**config.mk**
```make
export PLATFORM = sky130hd
export DESIGN_NAME = arith_flag_unit
export DESIGN_NICKNAME = d
export VERILOG_FILES = /design/src/rtl/afu_pkg.sv /design/src/rtl/afu_parity.sv /design/src/rtl/afu_datapath.sv /design/src/rtl/afu_flag_reg.sv /design/src/rtl/arith_flag_unit.sv
export SDC_FILE = /design/constraint.sdc
export NUM_CORES = 1
export LEC_CHECK = 0
export ABC_CLOCK_PERIOD_IN_PS = 5200
export BUFFER_PORTS_ARGS = -buffer_cell sky130_fd_sc_hd__buf_2
export CORE_MARGIN = 8
export CORE_UTILIZATION = 56
export CTS_CLUSTER_SIZE = 14
export DETAILED_ROUTE_END_ITERATION = 16
export HOLD_SLACK_MARGIN = 0.03
export PLACE_DENSITY_LB_ADDON = 0.05
export REMOVE_ABC_BUFFERS = 1
export SLEW_MARGIN = 20
export SYNTH_ARGS = -nofsm -noshare
export SYNTH_HDL_FRONTEND = slang
export SYNTH_SLANG_ARGS = --single-unit
```
**constraint.sdc**
```tcl
create_clock -name clk_i -period 5.2 [get_ports clk_i]
set_input_delay 0.26 -clock clk_i [delete_from_list [all_inputs] [get_ports clk_i]]
set_output_delay 0.26 -clock clk_i [all_outputs]
set_load 0.01 [all_outputs]
```
**src/rtl/afu_pkg.sv**
```systemverilog
package afu_pkg;
  typedef enum logic [2:0] {
    OP_ADD = 3'd0,
    OP_SUB = 3'd1,
    OP_AND = 3'd2,
    OP_INC = 3'd3,
    OP_DEC = 3'd4
  } afu_op_e;

  localparam int unsigned FLAGS_W = 16;
  localparam int unsigned PAR_W   = 8;
  localparam int unsigned NIB_BIT = 4;

  localparam int unsigned CF_BIT = 0;
  localparam int unsigned PF_BIT = 2;
  localparam int unsigned AF_BIT = 4;
  localparam int unsigned ZF_BIT = 6;
  localparam int unsigned SF_BIT = 7;
  localparam int unsigned TF_BIT = 8;
  localparam int unsigned IF_BIT = 9;
  localparam int unsigned DF_BIT = 10;
  localparam int unsigned OF_BIT = 11;

  localparam logic [FLAGS_W-1:0] FLAGS_CONST = 16'h0002;

  typedef struct packed {
    logic of;
    logic sf;
    logic zf;
    logic af;
    logic pf;
    logic cf;
  } arith_flags_t;

  typedef struct packed {
    logic df;
    logic ie;
    logic tf;
  } ctrl_flags_t;
endpackage

```
**src/rtl/afu_parity.sv**
```systemverilog
module afu_parity #(
  parameter int unsigned W = 8
) (
  input  logic [W-1:0] data_i,
  output logic         even_o
);
  logic [W:0] acc;
  assign acc[0] = 1'b1;
  for (genvar i = 0; i < W; i++) begin : g_chain
    assign acc[i+1] = acc[i] ^ data_i[i];
  end
  assign even_o = acc[W];
endmodule

```
**src/rtl/afu_datapath.sv**
```systemverilog
module afu_datapath
  import afu_pkg::*;
#(
  parameter int unsigned DATA_W = 16
) (
  input  afu_op_e             op_i,
  input  logic                word_i,
  input  logic [DATA_W-1:0]   a_i,
  input  logic [DATA_W-1:0]   b_i,
  output logic [DATA_W-1:0]   result_o,
  output arith_flags_t        flags_o,
  output logic                valid_o,
  output logic                keep_cf_o
);
  localparam int unsigned HALF_W = DATA_W / 2;

  logic [DATA_W-1:0] a_m, b_src, b_m, res;
  logic [DATA_W:0]   sum, dif, raw;
  logic              is_add, is_sub, is_and;
  logic              a_s, b_s, r_s, co;
  logic              par_even;

  always_comb begin
    is_add = (op_i == OP_ADD) || (op_i == OP_INC);
    is_sub = (op_i == OP_SUB) || (op_i == OP_DEC);
    is_and = (op_i == OP_AND);
    b_src  = ((op_i == OP_INC) || (op_i == OP_DEC)) ? DATA_W'(1) : b_i;
    a_m    = word_i ? a_i   : {{HALF_W{1'b0}}, a_i[HALF_W-1:0]};
    b_m    = word_i ? b_src : {{HALF_W{1'b0}}, b_src[HALF_W-1:0]};
    sum    = {1'b0, a_m} + {1'b0, b_m};
    dif    = {1'b0, a_m} - {1'b0, b_m};
    if (is_add)      raw = sum;
    else if (is_sub) raw = dif;
    else             raw = {1'b0, a_m & b_m};
    // zero-extended operands: bit HALF_W is byte carry/borrow
    co  = word_i ? raw[DATA_W] : raw[HALF_W];
    res = word_i ? raw[DATA_W-1:0] : {{HALF_W{1'b0}}, raw[HALF_W-1:0]};
    a_s = word_i ? a_m[DATA_W-1] : a_m[HALF_W-1];
    b_s = word_i ? b_m[DATA_W-1] : b_m[HALF_W-1];
    r_s = word_i ? res[DATA_W-1] : res[HALF_W-1];
  end

  afu_parity #(.W(PAR_W)) u_par (
    .data_i (res[PAR_W-1:0]),
    .even_o (par_even)
  );

  always_comb begin
    valid_o   = is_add || is_sub || is_and;
    keep_cf_o = (op_i == OP_INC) || (op_i == OP_DEC);
    result_o  = valid_o ? res : a_i;
    flags_o.cf = is_and ? 1'b0 : co;
    flags_o.pf = par_even;
    flags_o.af = is_and ? 1'b0 : (a_m[NIB_BIT] ^ b_m[NIB_BIT] ^ res[NIB_BIT]);
    flags_o.zf = (res == '0);
    flags_o.sf = r_s;
    if (is_add)      flags_o.of = (a_s == b_s) && (r_s != a_s);
    else if (is_sub) flags_o.of = (a_s != b_s) && (r_s != a_s);
    else             flags_o.of = 1'b0;
  end
endmodule

```
**src/rtl/afu_flag_reg.sv**
```systemverilog
module afu_flag_reg
  import afu_pkg::*;
(
  input  logic               clk_i,
  input  logic               rst_ni,
  input  logic               arith_we_i,
  input  logic               keep_cf_i,
  input  arith_flags_t       arith_i,
  input  logic               ctrl_we_i,
  input  ctrl_flags_t        ctrl_i,
  output logic [FLAGS_W-1:0] flags_o
);
  arith_flags_t ar_q;
  ctrl_flags_t  ct_q;

  always_ff @(posedge clk_i or negedge rst_ni) begin
    if (!rst_ni) begin
      ar_q <= '0;
    end else if (arith_we_i) begin
      ar_q    <= arith_i;
      if (keep_cf_i) ar_q.cf <= ar_q.cf;
    end
  end

  always_ff @(posedge clk_i or negedge rst_ni) begin
    if (!rst_ni)        ct_q <= '0;
    else if (ctrl_we_i) ct_q <= ctrl_i;
  end

  always_comb begin
    flags_o         = FLAGS_CONST;
    flags_o[CF_BIT] = ar_q.cf;
    flags_o[PF_BIT] = ar_q.pf;
    flags_o[AF_BIT] = ar_q.af;
    flags_o[ZF_BIT] = ar_q.zf;
    flags_o[SF_BIT] = ar_q.sf;
    flags_o[OF_BIT] = ar_q.of;
    flags_o[TF_BIT] = ct_q.tf;
    flags_o[IF_BIT] = ct_q.ie;
    flags_o[DF_BIT] = ct_q.df;
  end
endmodule

```
**src/rtl/arith_flag_unit.sv**
```systemverilog
module arith_flag_unit
  import afu_pkg::*;
#(
  parameter int unsigned DATA_W = 16
) (
  input  logic               clk_i,
  input  logic               rst_ni,
  input  logic [2:0]         op_i,
  input  logic               word_i,
  input  logic [DATA_W-1:0]  a_i,
  input  logic [DATA_W-1:0]  b_i,
  input  logic               flag_we_i,
  input  logic               ctrl_we_i,
  input  logic [2:0]         ctrl_i,
  output logic [DATA_W-1:0]  result_o,
  output logic [FLAGS_W-1:0] flags_o
);
  afu_op_e      op;
  arith_flags_t new_flags;
  ctrl_flags_t  ctrl_in;
  logic         op_valid, keep_cf;

  assign op      = afu_op_e'(op_i);
  assign ctrl_in = ctrl_flags_t'(ctrl_i);

  afu_datapath #(.DATA_W(DATA_W)) u_dp (
    .op_i      (op),
    .word_i    (word_i),
    .a_i       (a_i),
    .b_i       (b_i),
    .result_o  (result_o),
    .flags_o   (new_flags),
    .valid_o   (op_valid),
    .keep_cf_o (keep_cf)
  );

  afu_flag_reg u_freg (
    .clk_i      (clk_i),
    .rst_ni     (rst_ni),
    .arith_we_i (flag_we_i && op_valid),
    .keep_cf_i  (keep_cf),
    .arith_i    (new_flags),
    .ctrl_we_i  (ctrl_we_i),
    .ctrl_i     (ctrl_in),
    .flags_o    (flags_o)
  );
endmodule

```
Word-level counts from Yosys, hierarchy flattened:

Cells that the tools add are included.

* multiplexer cells: 15
* reductions and logical operators: 11
* bitwise gates (word level): 12
* $add $sub $neg: 2
* multipliers: 0
* shift operators: 0
* order comparisons: 0
* divide/modulo/power cells: 0
* equal/unequal tests: 7

Operators by type and width (number)
* $mux 16: 5
* $mux 17: 2
* $add 16x16->17: 1
* $sub 16x16->17: 1
* $and 16x16->16: 1
* $logic_not 16->1: 1
* $xor 1x1->1: 9
* $mux 1: 8
* $eq 3x2->1 const B: 2
* $logic_or 1x1->1: 5
* $eq 3x1->1 const B: 1
* $eq 3x3->1 const B: 1
* $logic_and 1x1->1: 3
* $logic_not 3->1: 1
* $ne 1x1->1: 2
* $not 1->1: 2
* $reduce_and 2->1: 1
* $eq 1x1->1: 1

* output and inout bits: 32
* bits in read-only memories: 0
* input port bits: 43
* bits in latches: 0
* logic and storage cells: 56
* register bits after elaboration: 9
* RAM bits: 0
* memories kept: 0

Logic depth before layout (Yosys ltp):

Gate-level depths: netlist of run 1.

* depth after elaboration: 16
* gate-level depth with buffers: 19
* depth with buffers taken out: 17

Modules after synthesis:

From an unflattened synthesis of run 1, not the netlist that was laid out.

* cell total of the unflattened synthesis: 461
* area, all modules: 3100.5 um2

Modules (own cells, without submodules)
* afu_datapath: area an instance 2628.8 um2, cells each 425, instances 1, seq. area each 0.0 um2
* afu_flag_reg: area an instance 404.1 um2, cells each 28, instances 1, seq. area each 225.2 um2
* afu_parity: area an instance 61.3 um2, cells each 7, instances 1, seq. area each 0.0 um2
* arith_flag_unit: area an instance 6.3 um2, cells each 1, instances 1, seq. area each 0.0 um2

Worst setup path after synthesis of run 1:

No wires, ideal clock.

* kind: in2out
* start point: input op_i[0]
* end point: output result_o[13]
* buffers on the path: 5
* slack: 1.006 ns
* arrival: 3.934 ns
* data required time: 4.940 ns
* stages on the path: 18
* path through: buf_2 > buf_1 > nor2_1 > a21oi_1 > clkbuf_1 > and2_1 > clkbuf_1 > nand2_1 > ha_1 > clkbuf_1 > inv_1 > nor3_1 > a311o_1 > a2111oi_0 > or4_1 > mux2_2 > a22oi_1 > mux2_2

* word-level cells in the longest chain between the ends: 9
* elaborated cells between the ends (all ways): 19
* those cells by class: add/sub: 2; eq/ne: 4; mux: 6; bitwise: 1; reduce/logical: 6

RTL lines
* start: declaration: RTL line arith_flag_unit.sv:8 `input logic [2:0] op_i,`
* $eq 3x2->1 / $eq 3x3->1 (equally long branches): RTL line afu_datapath.sv:24, afu_datapath.sv:27, afu_datapath.sv:25
* $logic_or 1x1->1: RTL line afu_datapath.sv:27 `b_src = ((op_i == OP_INC) || (op_i == OP_DEC)) ? DATA_W'(1) : b_i;`
* $mux 16: RTL line afu_datapath.sv:27
* $mux 16: RTL line afu_datapath.sv:29 `b_m = word_i ? b_src : {{HALF_W{1'b0}}, b_src[HALF_W-1:0]};`
* $sub 16x16->17 / $and 16x16->16 (equally long branches): RTL line afu_datapath.sv:31, afu_datapath.sv:34
* $mux 17: RTL line afu_datapath.sv:33 `else if (is_sub) raw = dif;`
* $mux 17: RTL line afu_datapath.sv:32 `if (is_add) raw = sum;`
* $mux 16: RTL line afu_datapath.sv:37 `res = word_i ? raw[DATA_W-1:0] : {{HALF_W{1'b0}}, raw[HALF_W-1:0]};`
* $mux 16 (*): RTL line afu_datapath.sv:51 `result_o = valid_o ? res : a_i;`
* end: declaration: RTL line arith_flag_unit.sv:15 `output logic [DATA_W-1:0] result_o,`

Mark *: on every way between the ends. The rest lies on a longest branch, timed or not.

Final worst setup path of run 1:

* start point: input op_i[1]
* end point: output result_o[13]

Same word-level chain as after synthesis.

==> results of run 1 <==
-- cell usage in the layout (no fill, tap or decap), types with 4 or more instances in the layout --
master and instances:
nand2b_1 9, a22oi_1 4, nor2_1 44, buf_4 6, mux2i_1 5, dfrtp_1 9, buf_2 67, nor3_1 9
a31oi_1 7, o211ai_1 10, nand4_1 5, a21oi_1 33, nor2b_1 11, xnor2_1 9, nand3_1 4, o221ai_1 4
inv_1 31, o21bai_1 7, o22ai_1 4, a21o_1 7, nand2_1 52, conb_1 7, and2_1 15, a211oi_1 7
mux2_2 7, o21ai_0 28, ha_1 34
-- cell families after synthesis --
family	share of synthesized area [%]
compound gates	34.1
xor+xnor	3.36
fa+ha+maj	14.9
buf+inv	9.01
flops	7.21
mux	4.12
other cells	0.240
simple gates	27.1
-- routing by layer --
| layer | track usage, % | routed length (um) | up-vias |
|---|---|---|---|
| met5 | 0 | 0 | - |
| met4 | 5.55 | 99 | 0 |
| met3 | 3.57 | 950 | 14 |
| met2 | 38.2 | 4550 | 197 |
| met1 | 33.2 | 4690 | 1670 |
| li1 | - | - | 1764 |
-- worst min path at each step --
stage	endpoint	slack, ps	cells past startpoint
after global placement	u_freg.flags_o[10]$_DFFE_PN0P_	110	1
final	u_freg.flags_o[9]$_DFFE_PN0P_	260	2
after global routing	u_freg.flags_o[8]$_DFFE_PN0P_	280	2
after CTS	u_freg.flags_o[9]$_DFFE_PN0P_	260	2
after detailed placement	u_freg.flags_o[11]$_DFFE_PN0P_	110	1
after floorplan	u_freg.flags_o[0]$_DFFE_PN0P_	-40	0
-- cells in the mapped netlist (4+ instances only) --
library cell / number / area [um^2]
ha_1: 34 / 425
a22oi_1: 4 / 30.0
nand3_1: 4 / 20.0
nand2b_1: 9 / 56.3
a21o_1: 7 / 52.6
buf_4: 8 / 60.1
nor2b_1: 11 / 68.8
o21bai_1: 7 / 52.6
clkbuf_1: 23 / 86.3
nand2_1: 52 / 195
dfrtp_1: 9 / 225
o21ai_0: 29 / 145
a21oi_1: 33 / 165
a211oi_1: 7 / 52.6
mux2_2: 7 / 78.8
a31oi_1: 7 / 43.8
nor3_1: 9 / 45.0
o22ai_1: 4 / 25.0
mux2i_1: 5 / 50.1
inv_1: 31 / 116
xnor2_1: 9 / 78.8
nor2_1: 44 / 165
nand4_1: 5 / 31.3
and2_1: 16 / 100
o221ai_1: 4 / 35.0
o211ai_1: 10 / 75.1
-- cell type report --
class	instances	share of cell area, %
multi-input combinational	393	75.3
timing repair buffer	74	11.1
sequential	9	6.42
inverter	31	3.32
tap	72	2.57
clock buffer	4	1.28
-- stage by stage --
step	worst slack [ps]	area, um^2	std cells	utilization, %
4_1_cts	438	3500	583	64.4
2_1_floorplan	1480	2980	433	-
3_3_place_gp	449	3450	578	63.4
6_report	435	3510	583	64.5
5_1_grt	123	3510	583	64.5
3_5_place_dp	435	3450	578	63.4
-- where the power goes --
part / leakage (nW) / internal [W] / switching (W) / total (W)
combinational: 1.57 / 0.000183 / 0.000285 / 0.000468
sequential: 0.113 / 0.0000826 / 0.00000582 / 0.0000884
clock: 0.0228 / 0.0000533 / 0.0000266 / 0.0000799
-- critical path, stage by stage --
cell       delay (ps)
buf_2             220
nand2b_1          160
nor2_1             40
a21oi_1           390
and2_2            370
nand2_1           110
ha_1              550
inv_1             200
nor3_1            280
a311o_1           420
a2111oi_0         160
or4_1             460
mux2_2            280
a22oi_1           260
mux2_2            210
buf_2             120
-- what timing repair did --
item | 4_1_cts | 5_1_grt
endpoints found under the setup margin | 0 | 1
hold endpoints to repair | 9 | 0
buffers inserted | 0 | 0
hold buffers | 1 | 0
gates resized for setup | 0 | 1
==> impl_results.md, run 1 <==
* Status: complete, no violations
* Filler instances at roughly 530
* Total gr overflow at 0
* Post-Syn Instances at ~460
* Multi-input gate area at approximately 2600 um^2
* Max Buffers Root-to-Sink at 2
* Reg2reg setup slack at 4450 ps
* Worst setup SP type: input port
* RR Endpoint: u_freg.flags_o[8]$_DFFE_PN0P_
* Total GRT Usage at ~24%
* Largest net degree at the start of global routing at 24
* Worst min-delay path startpoint: ctrl_i[1]
* Starting Density at between 50 and 60%
* NumNets Final at 591
* Yosys cell types at 68
* Total Power at ~0.00064 W
* Seq cells post-synth at 9
* Leakage power total at between 1.5 and 2 nW
* Max FFs per register at 9
* Vias per cell at about 6.3
* Max-slew violations at 0
* Share of layout cells above drive strength 1 at between 10% and 20%
* Worst Setup SP: op_i[1]
* DIE WIDTH at around 91 um
* Register area at approximately 230 um^2
* Max VDD drop at between 0.1 and 0.15 mV
* Height of the die at ~91 um
* CP max FO at 15
* Actual slew at the worst max-slew pin at 1010 ps
* Pre-antenna DRT Iters at 6
* Sequential-to-total area share from yosys stat at between 7 and 8%
* Hold Crit Class: input port to flop
* Setup-failing EPs final at 0
* Area grow syn2layout at 12.2%
* Synthesized cell area at 3130 um^2
* Via count at around 3600
* Routed WL per cell at 17.7 um
* Maxcap violations at 0
* FFs w/ async S/R, synth at between 90% and 100%
* # port buffers at 67
* Fin Hold WS at 265 ps
* Root buf cell: clkbuf_8
* First-pass GRT wire length at approximately 17000 um
* Row cnt at 27
* Hold Fails Final Rpt at 0
* Io pins at 75
* Worst-path clk slew at roughly 40 ps
* RSZ-0062 raised after global routing: false
* Period utilisation layout at about nine tenths
* CORE AREA at 5440 um^2
* R2R depth at 1
* CP Capture Type: output pin
* Top achievable clock speed at ~210 MHz
* P per Cell Area at roughly 180 nW/um^2
* Final TNS setup at 0 ps
* Worst setup path end: result_o[13]
* Most used flip-flop cell after synthesis: dfrtp_1
* DRC Markers at 0
* Max Clock Skew at 0 ps
* Synth warnings at 0
* Required time worst endpoint at just under 5000 ps
* CTS sink count at 9
* Detailed placer's ending HPWL at roughly 8000 um
* Clk_lat worst skew at between 200 and 250 ps
* Syn Area/Cell at approximately 6.8 um^2
* Gpl congestion at between 1 and 1.5
* Crit Path Class: input port to output pin
* CP arrival at approximately 4500 ps
* Htree depth at 1
* Worst reg2reg path startpoint: u_freg.flags_o[8]$_DFFE_PN0P_
* CTS tree: done
* WL final at just over 10000 um
* Final min period at 4760 ps
* N_diodes at 0
* Slew Limit Headroom at around a third
* Number of synthesized flops with an enable pin at 0
* DRT iter0 DRCs at between 300 and 400
* Die area at around 8200 um^2
* Vias in the first global route at between 3000 and 4000
* Initial antenna violation count at 0
* Final antenna-violating net count at 0
* Num CTS Buffers at 3
(Power assumes the default switching activity.)
==> run 2, diff against run 1 <==
CAP_MARGIN = 20   (was not set)
CORE_MARGIN = not set   (was 8)
==> run 2 against run 1 <==
Net effect:
- register-to-register slack is essentially flat
- die area shrank 28%
- fmax shrank 0.51%
- clock skew is the same
- critical endpoint unchanged
==> impl_results.md, run 2 (same netlist as run 1, synthesis figures left out) <==
* Status: complete, no violations
* Met1 Use GR at ~47%
* Vias in the first global route at between 3000 and 4000
* Share of layout cells above drive strength 1 at 18.2%
* Clk_lat worst skew at around 230 ps
* Die area at 5880 um^2
* Int Power at roughly 0.00032 W
* Io pins at between 70 and 80
* Worst Path Buf+Inv at 3
* Hold Path End: u_freg.flags_o[8]$_DFFE_PN0P_
* Max Buffers Root-to-Sink at 2
* Worst reg2reg path startpoint: u_freg.flags_o[10]$_DFFE_PN0P_
* N_diodes at 0
* Root buf cell: clkbuf_8
* Actual slew at the worst max-slew pin at between 600 and 700 ps
* WL final at about 9600 um
* # hold bufs at CTS at 1
* Maxcap violations at 0
* P per Cell Area at around 180 nW/um^2
* Leakage power total at 1.71 nW
* CP Capture Type: output pin
* Largest net degree at the start of global routing at 24
* # port buffers at 67
* CORE AREA at ~5200 um^2
* Pre-antenna DRT Iters at 5
* Final TNS setup at 0 ps
* Initial antenna violation count at 0
* Fin util at 67.0%
* DRT iter0 DRCs at roughly 300
* First-pass GRT wire length at ~16000 um
* Num CTS Buffers at 3
* Max Clock Skew at 0 ps
* RR Endpoint: u_freg.flags_o[10]$_DFFE_PN0P_
* Critical path cell sequence: buf_2 > nand2b_1 > nor2_1 > a21oi_1 > and2_1 > nand2_1 > ha_1 > inv_1 > nor3_1 > a311o_1 > a2111oi_0 > or4_1 > mux2_2 > a22oi_1 > mux2_2 > buf_2
* Worst min-delay path startpoint: ctrl_i[0]
* Post-route cell area at around 3500 um^2
* NumNets Final at slightly below 600
* Gpl congestion at 0.987
* RSZ-0062 raised after global routing: false
* WHS Path Cells at 2
* Setup repair bufs after CTS at 0
* Clock Power Share at 12.8%
* CTS tree: done
* Crit-path max cell delay at about 560 ps
* Sw frac at 49.6%
* Top achievable clock speed at 209 MHz
* DIE WIDTH at 76.7 um
* Htree depth at 1
* Crit Path Class: input port to output pin
* Period utilisation layout at slightly above 90%
* Routed WL per cell at 16.4 um
* Reg2reg setup slack at ~4500 ps
* Detailed placer's ending HPWL at roughly 7300 um
* Seq pwr share at between 10% and 20%
* Via count at 3620
* Row cnt at 26
* Final antenna-violating net count at 0
* Hold Crit Class: input port to flop
* Worst-path clk slew at ~40 ps
* CTS-repair resized insts at 0
* Top Family by Delay on Critical Path: simple AND/OR/NAND/NOR gates
* CP arrival at 4530 ps
* Starting Density at about three fifths
* Max-slew violations at 0
* Filler instances at between 400 and 500
* Final min period at 4790 ps
* Total GRT Usage at between 30% and 40%
* Commonest non-fill, non-tap cells in the layout: buf_2, nand2_1, nor2_1, ha_1, a21oi_1
* Height of the die at about 77 um
* CTS sink count at 9
* Placement Cell Area at 3450 um^2
* Total gr overflow at 0
* Commonest non-fill, non-tap cell in the layout: buf_2
* Required time worst endpoint at 4940 ps
* DRC Markers at 0
* NetSw at 0.000314 W
* GR Util met3 at under 10%
* Worst setup SP type: input port
* R2R depth at 1
* Max FFs per register at 9
* Comb pwr share at ~73%
* Area grow syn2layout at 12.3%
* Max VDD drop at 0.134 mV
* Hold Fails Final Rpt at 0
* CP max FO at 15
* GR peak layer: met2
* Slew Limit Headroom at a little under three fifths
* Setup-failing EPs final at 0
* Vias per cell at around 6.2
* Slowest CP cell: ha_1
* Met2 Use GR at between 40% and 50%
run 2: cell types whose count changed in the layout (fill, tap and decap cells not counted):
cell | previous run | this run
buf_4 | 6 | 7
o21ai_0 | 28 | 29
clkinv_2 | 0 | 1
and2_1 | 15 | 16
clkbuf_1 | 1 | 0
o21ai_1 | 2 | 1
and2_2 | 1 | 0
run 2: per-stage QoR:
step / instances / hold slack [ps] / setup slack, ps / total power, W
2_1_floorplan: 433 / -35.6 / 1480 / 0.000399
3_3_place_gp: 577 / 113 / 601 / 0.000534
3_5_place_dp: 577 / 117 / 548 / 0.000539
4_1_cts: 582 / 260 / 529 / 0.000623
5_1_grt: 582 / 261 / 93.4 / 0.000678
6_report: 582 / 259 / 411 / 0.000632
run 2: worst max-delay path by stage:
stage	end	from	depth (start not counted)	slack, ps
after floorplan	result_o[13]	op_i[0]	13	1480
after detailed placement	result_o[13]	op_i[1]	16	550
after global placement	result_o[13]	op_i[1]	16	600
after CTS	result_o[13]	op_i[1]	16	530
final	result_o[13]	op_i[1]	16	410
after global routing	result_o[13]	op_i[1]	16	90
run 2: cell type report:
type / count / area [um^2] / share of cell area, %
multi-input cells: 393 / 2640 / 75.1
repair buffers: 75 / 398 / 11.3
flip-flops and latches: 9 / 225 / 6.41
inverters: 31 / 116 / 3.31
well taps: 70 / 87.6 / 2.49
clock buffers: 3 / 41.3 / 1.18
clock inverters: 1 / 5.00 / 0.143
run 2: metal layers:
layer / part of all wire, % / vias up / routed length [um]
li1: - / 1766 / -
met1: 46 / 1641 / 4410
met2: 43 / 191 / 4150
met3: 8.2 / 22 / 787
met4: 2.3 / 0 / 219
met5: 0 / - / 0
run 2: power groups by stage:
stage	Sequential (W)	Combinational, W	Clock (W)
floorplan	0.0000952	0.000304	0
global placement	0.0000884	0.000446	0
detailed placement	0.0000891	0.000450	0
CTS	0.0000885	0.000453	0.0000816
global route	0.0000897	0.000503	0.0000856
finish	0.0000881	0.000463	0.0000807
==> run 3, diff against run 2 <==
ABC_CLOCK_PERIOD_IN_PS = 4500   (was 5200)
HOLD_SLACK_MARGIN = not set   (was 0.03)
clock period = 4.5 ns   (was 5.2 ns; I/O delays follow)
==> run 3 against run 2 <==
Net effect:
- power up 15%
- clock power grew 9.9%
- die area is the same
- via count is 2.7% higher
- clock skew stayed put
- core utilization is 0.69 points higher
- first-iteration DRC count is 8.0% lower
- hold slack got worse by 20 ps
- critical path depth grew 1
- wire length down 0.31%
==> impl_results.md, run 3 (same netlist as run 1, synthesis figures left out) <==
* Status: complete, no violations
* Crit Path Class: input port to output pin
* Top achievable clock speed at between 200 and 250 MHz
* Worst setup SP type: input port
* Area grow syn2layout at 13.5%
* CTS tree: done
* Post-route cell area at about 3500 um^2
* Final TNS setup at 0 ps
* Multi-input gate area at roughly 2600 um^2
* DIE WIDTH at 76.7 um
* Num CTS Buffers at 3
* Share of layout cells above drive strength 1 at around a fifth
* WL final at about 9500 um
* RR Endpoint: u_freg.flags_o[7]$_DFFE_PN0P_
* Fin Hold WS at 239 ps
* Initial antenna violation count at 0
* Maxcap violations at 0
* Leakage power total at ~1.7 nW
* Max VDD drop at about 0.20 mV
* N_diodes at 0
* First-pass GRT wire length at around 16000 um
* Setup repair bufs after CTS at 0
* Placement Cell Area at about 3500 um^2
* Max Buffers Root-to-Sink at 2
* Hold Fails Final Rpt at 0
* Commonest non-fill, non-tap cell in the layout: buf_2
* Slew Limit Headroom at around three fifths
* RSZ-0062 raised after global routing: false
* # port buffers at 67
* Clk_lat worst skew at between 200 and 250 ps
* Highest routed layer: met4
* Final antenna-violating net count at 0
* Commonest non-fill, non-tap cells in the layout: buf_2, nand2_1, nor2_1, ha_1, a21oi_1
* Starting Density at approximately three fifths
* Height of the die at 76.7 um
* CP arrival at approximately 3900 ps
* CP max FO at 15
* CTS-repair resized insts at 0
* Final Non-Filler Cells at about 590
* Actual slew at the worst max-slew pin at 613 ps
* Register area at between 200 and 250 um^2
* Total GRT Usage at between 30% and 40%
* CTS sink count at 9
* CORE AREA at between 5000 and 6000 um^2
* P per Cell Area at approximately 200 nW/um^2
* Detailed placer's ending HPWL at 7410 um
* Io pins at 75
* Worst setup path end: result_o[13]
* Root buf cell: clkbuf_8
* CP Capture Type: output pin
* DR WL met3 at roughly 860 um
* Pre-antenna DRT Iters at 5
* Placed insts at between 500 and 600
* Routed WL per cell at ~16 um
* Final min period at 4160 ps
* Setup-failing EPs final at 0
* Largest net degree at the start of global routing at 24
* Max FFs per register at 9
* Reg2reg setup slack at 3770 ps
* Metal1 wirelength at 4320 um
* Vias in the first global route at approximately 3200
* DRT iter0 DRCs at 275
* Total gr overflow at 0
* Worst-path clk slew at around 40 ps
* Via count at 3718
* Gpl congestion at 1.00
* Row cnt at 26
* DRC Markers at 0
* Worst Setup SP: op_i[1]
* Required time worst endpoint at approximately 4300 ps
* WL met2 at ~4300 um
* Worst reg2reg path startpoint: u_freg.flags_o[7]$_DFFE_PN0P_
* NumNets Final at between 500 and 600
* Fin util at 67.7%
* R2R depth at 1
* Die area at ~5900 um^2
* Htree depth at 1
* Vias per cell at around 6.3
* Period utilisation layout at 92.3%
* WHS Path Cells at 2
* Max Clock Skew at 0 ps
* Filler instances at between 400 and 500
* Max-slew violations at 0
* Hold Crit Class: input port to flop
-- run 3: repair_timing --
action	in CTS	in global routing
setup endpoints to repair	0	0
endpoints found under the hold margin	9	0
hold buffers	1	0
-- run 3: power breakdown --
group	total, W	internal, W	switching, W
clock	0.0000887	0.0000613	0.0000274
combinational	0.000535	0.000217	0.000318
sequential	0.000102	0.0000954	0.00000682
total	0.000725	0.000374	0.000352
-- run 3: cell type report --
type	count	area share, %
clock buffers	4	1.27
inverters	31	3.28
multi-input cells	393	74.4
well taps	70	2.47
flip-flops and latches	9	6.35
repair buffers	80	12.3
-- run 3: through the flow --
step	setup WS [ps]	total power (W)
after floorplan	850	0.000461
after global placement	226	0.000616
after detailed placement	295	0.000624
after CTS	428	0.000717
after global routing	17.1	0.000783
final	344	0.000725
-- run 3: worst min-delay path by stage --
| stage | startpoint | end | slack, ps |
|---|---|---|---|
| 6_report | ctrl_i[2] | u_freg.flags_o[10]$_DFFE_PN0P_ | 240 |
| 5_1_grt | ctrl_i[2] | u_freg.flags_o[10]$_DFFE_PN0P_ | 230 |
| 4_1_cts | ctrl_i[2] | u_freg.flags_o[10]$_DFFE_PN0P_ | 240 |
| 3_5_place_dp | rst_ni | u_freg.flags_o[11]$_DFFE_PN0P_ | 80 |
| 3_3_place_gp | rst_ni | u_freg.flags_o[4]$_DFFE_PN0P_ | 80 |
| 2_1_floorplan | rst_ni | u_freg.flags_o[0]$_DFFE_PN0P_ | -70 |
-- run 3: critical path, stage by stage --
cell,delay (ps)
buf_2,220
nand2b_1,160
nor2_1,50
a21oi_1,180
buf_4,150
and2_1,250
nand2_1,110
ha_1,410
inv_1,140
nor3_1,260
a311o_1,350
a2111oi_0,150
or4_1,440
mux2_2,280
a22oi_1,230
mux2_2,210
buf_2,120
-- run 3: per-layer routing --
metal  vias to the layer above  GRT usage (%)
met4                         0           4.23
li1                       1776              -
met5                         -              0
met1                      1742           45.3
met2                       190           52.4
met3                        10           3.81
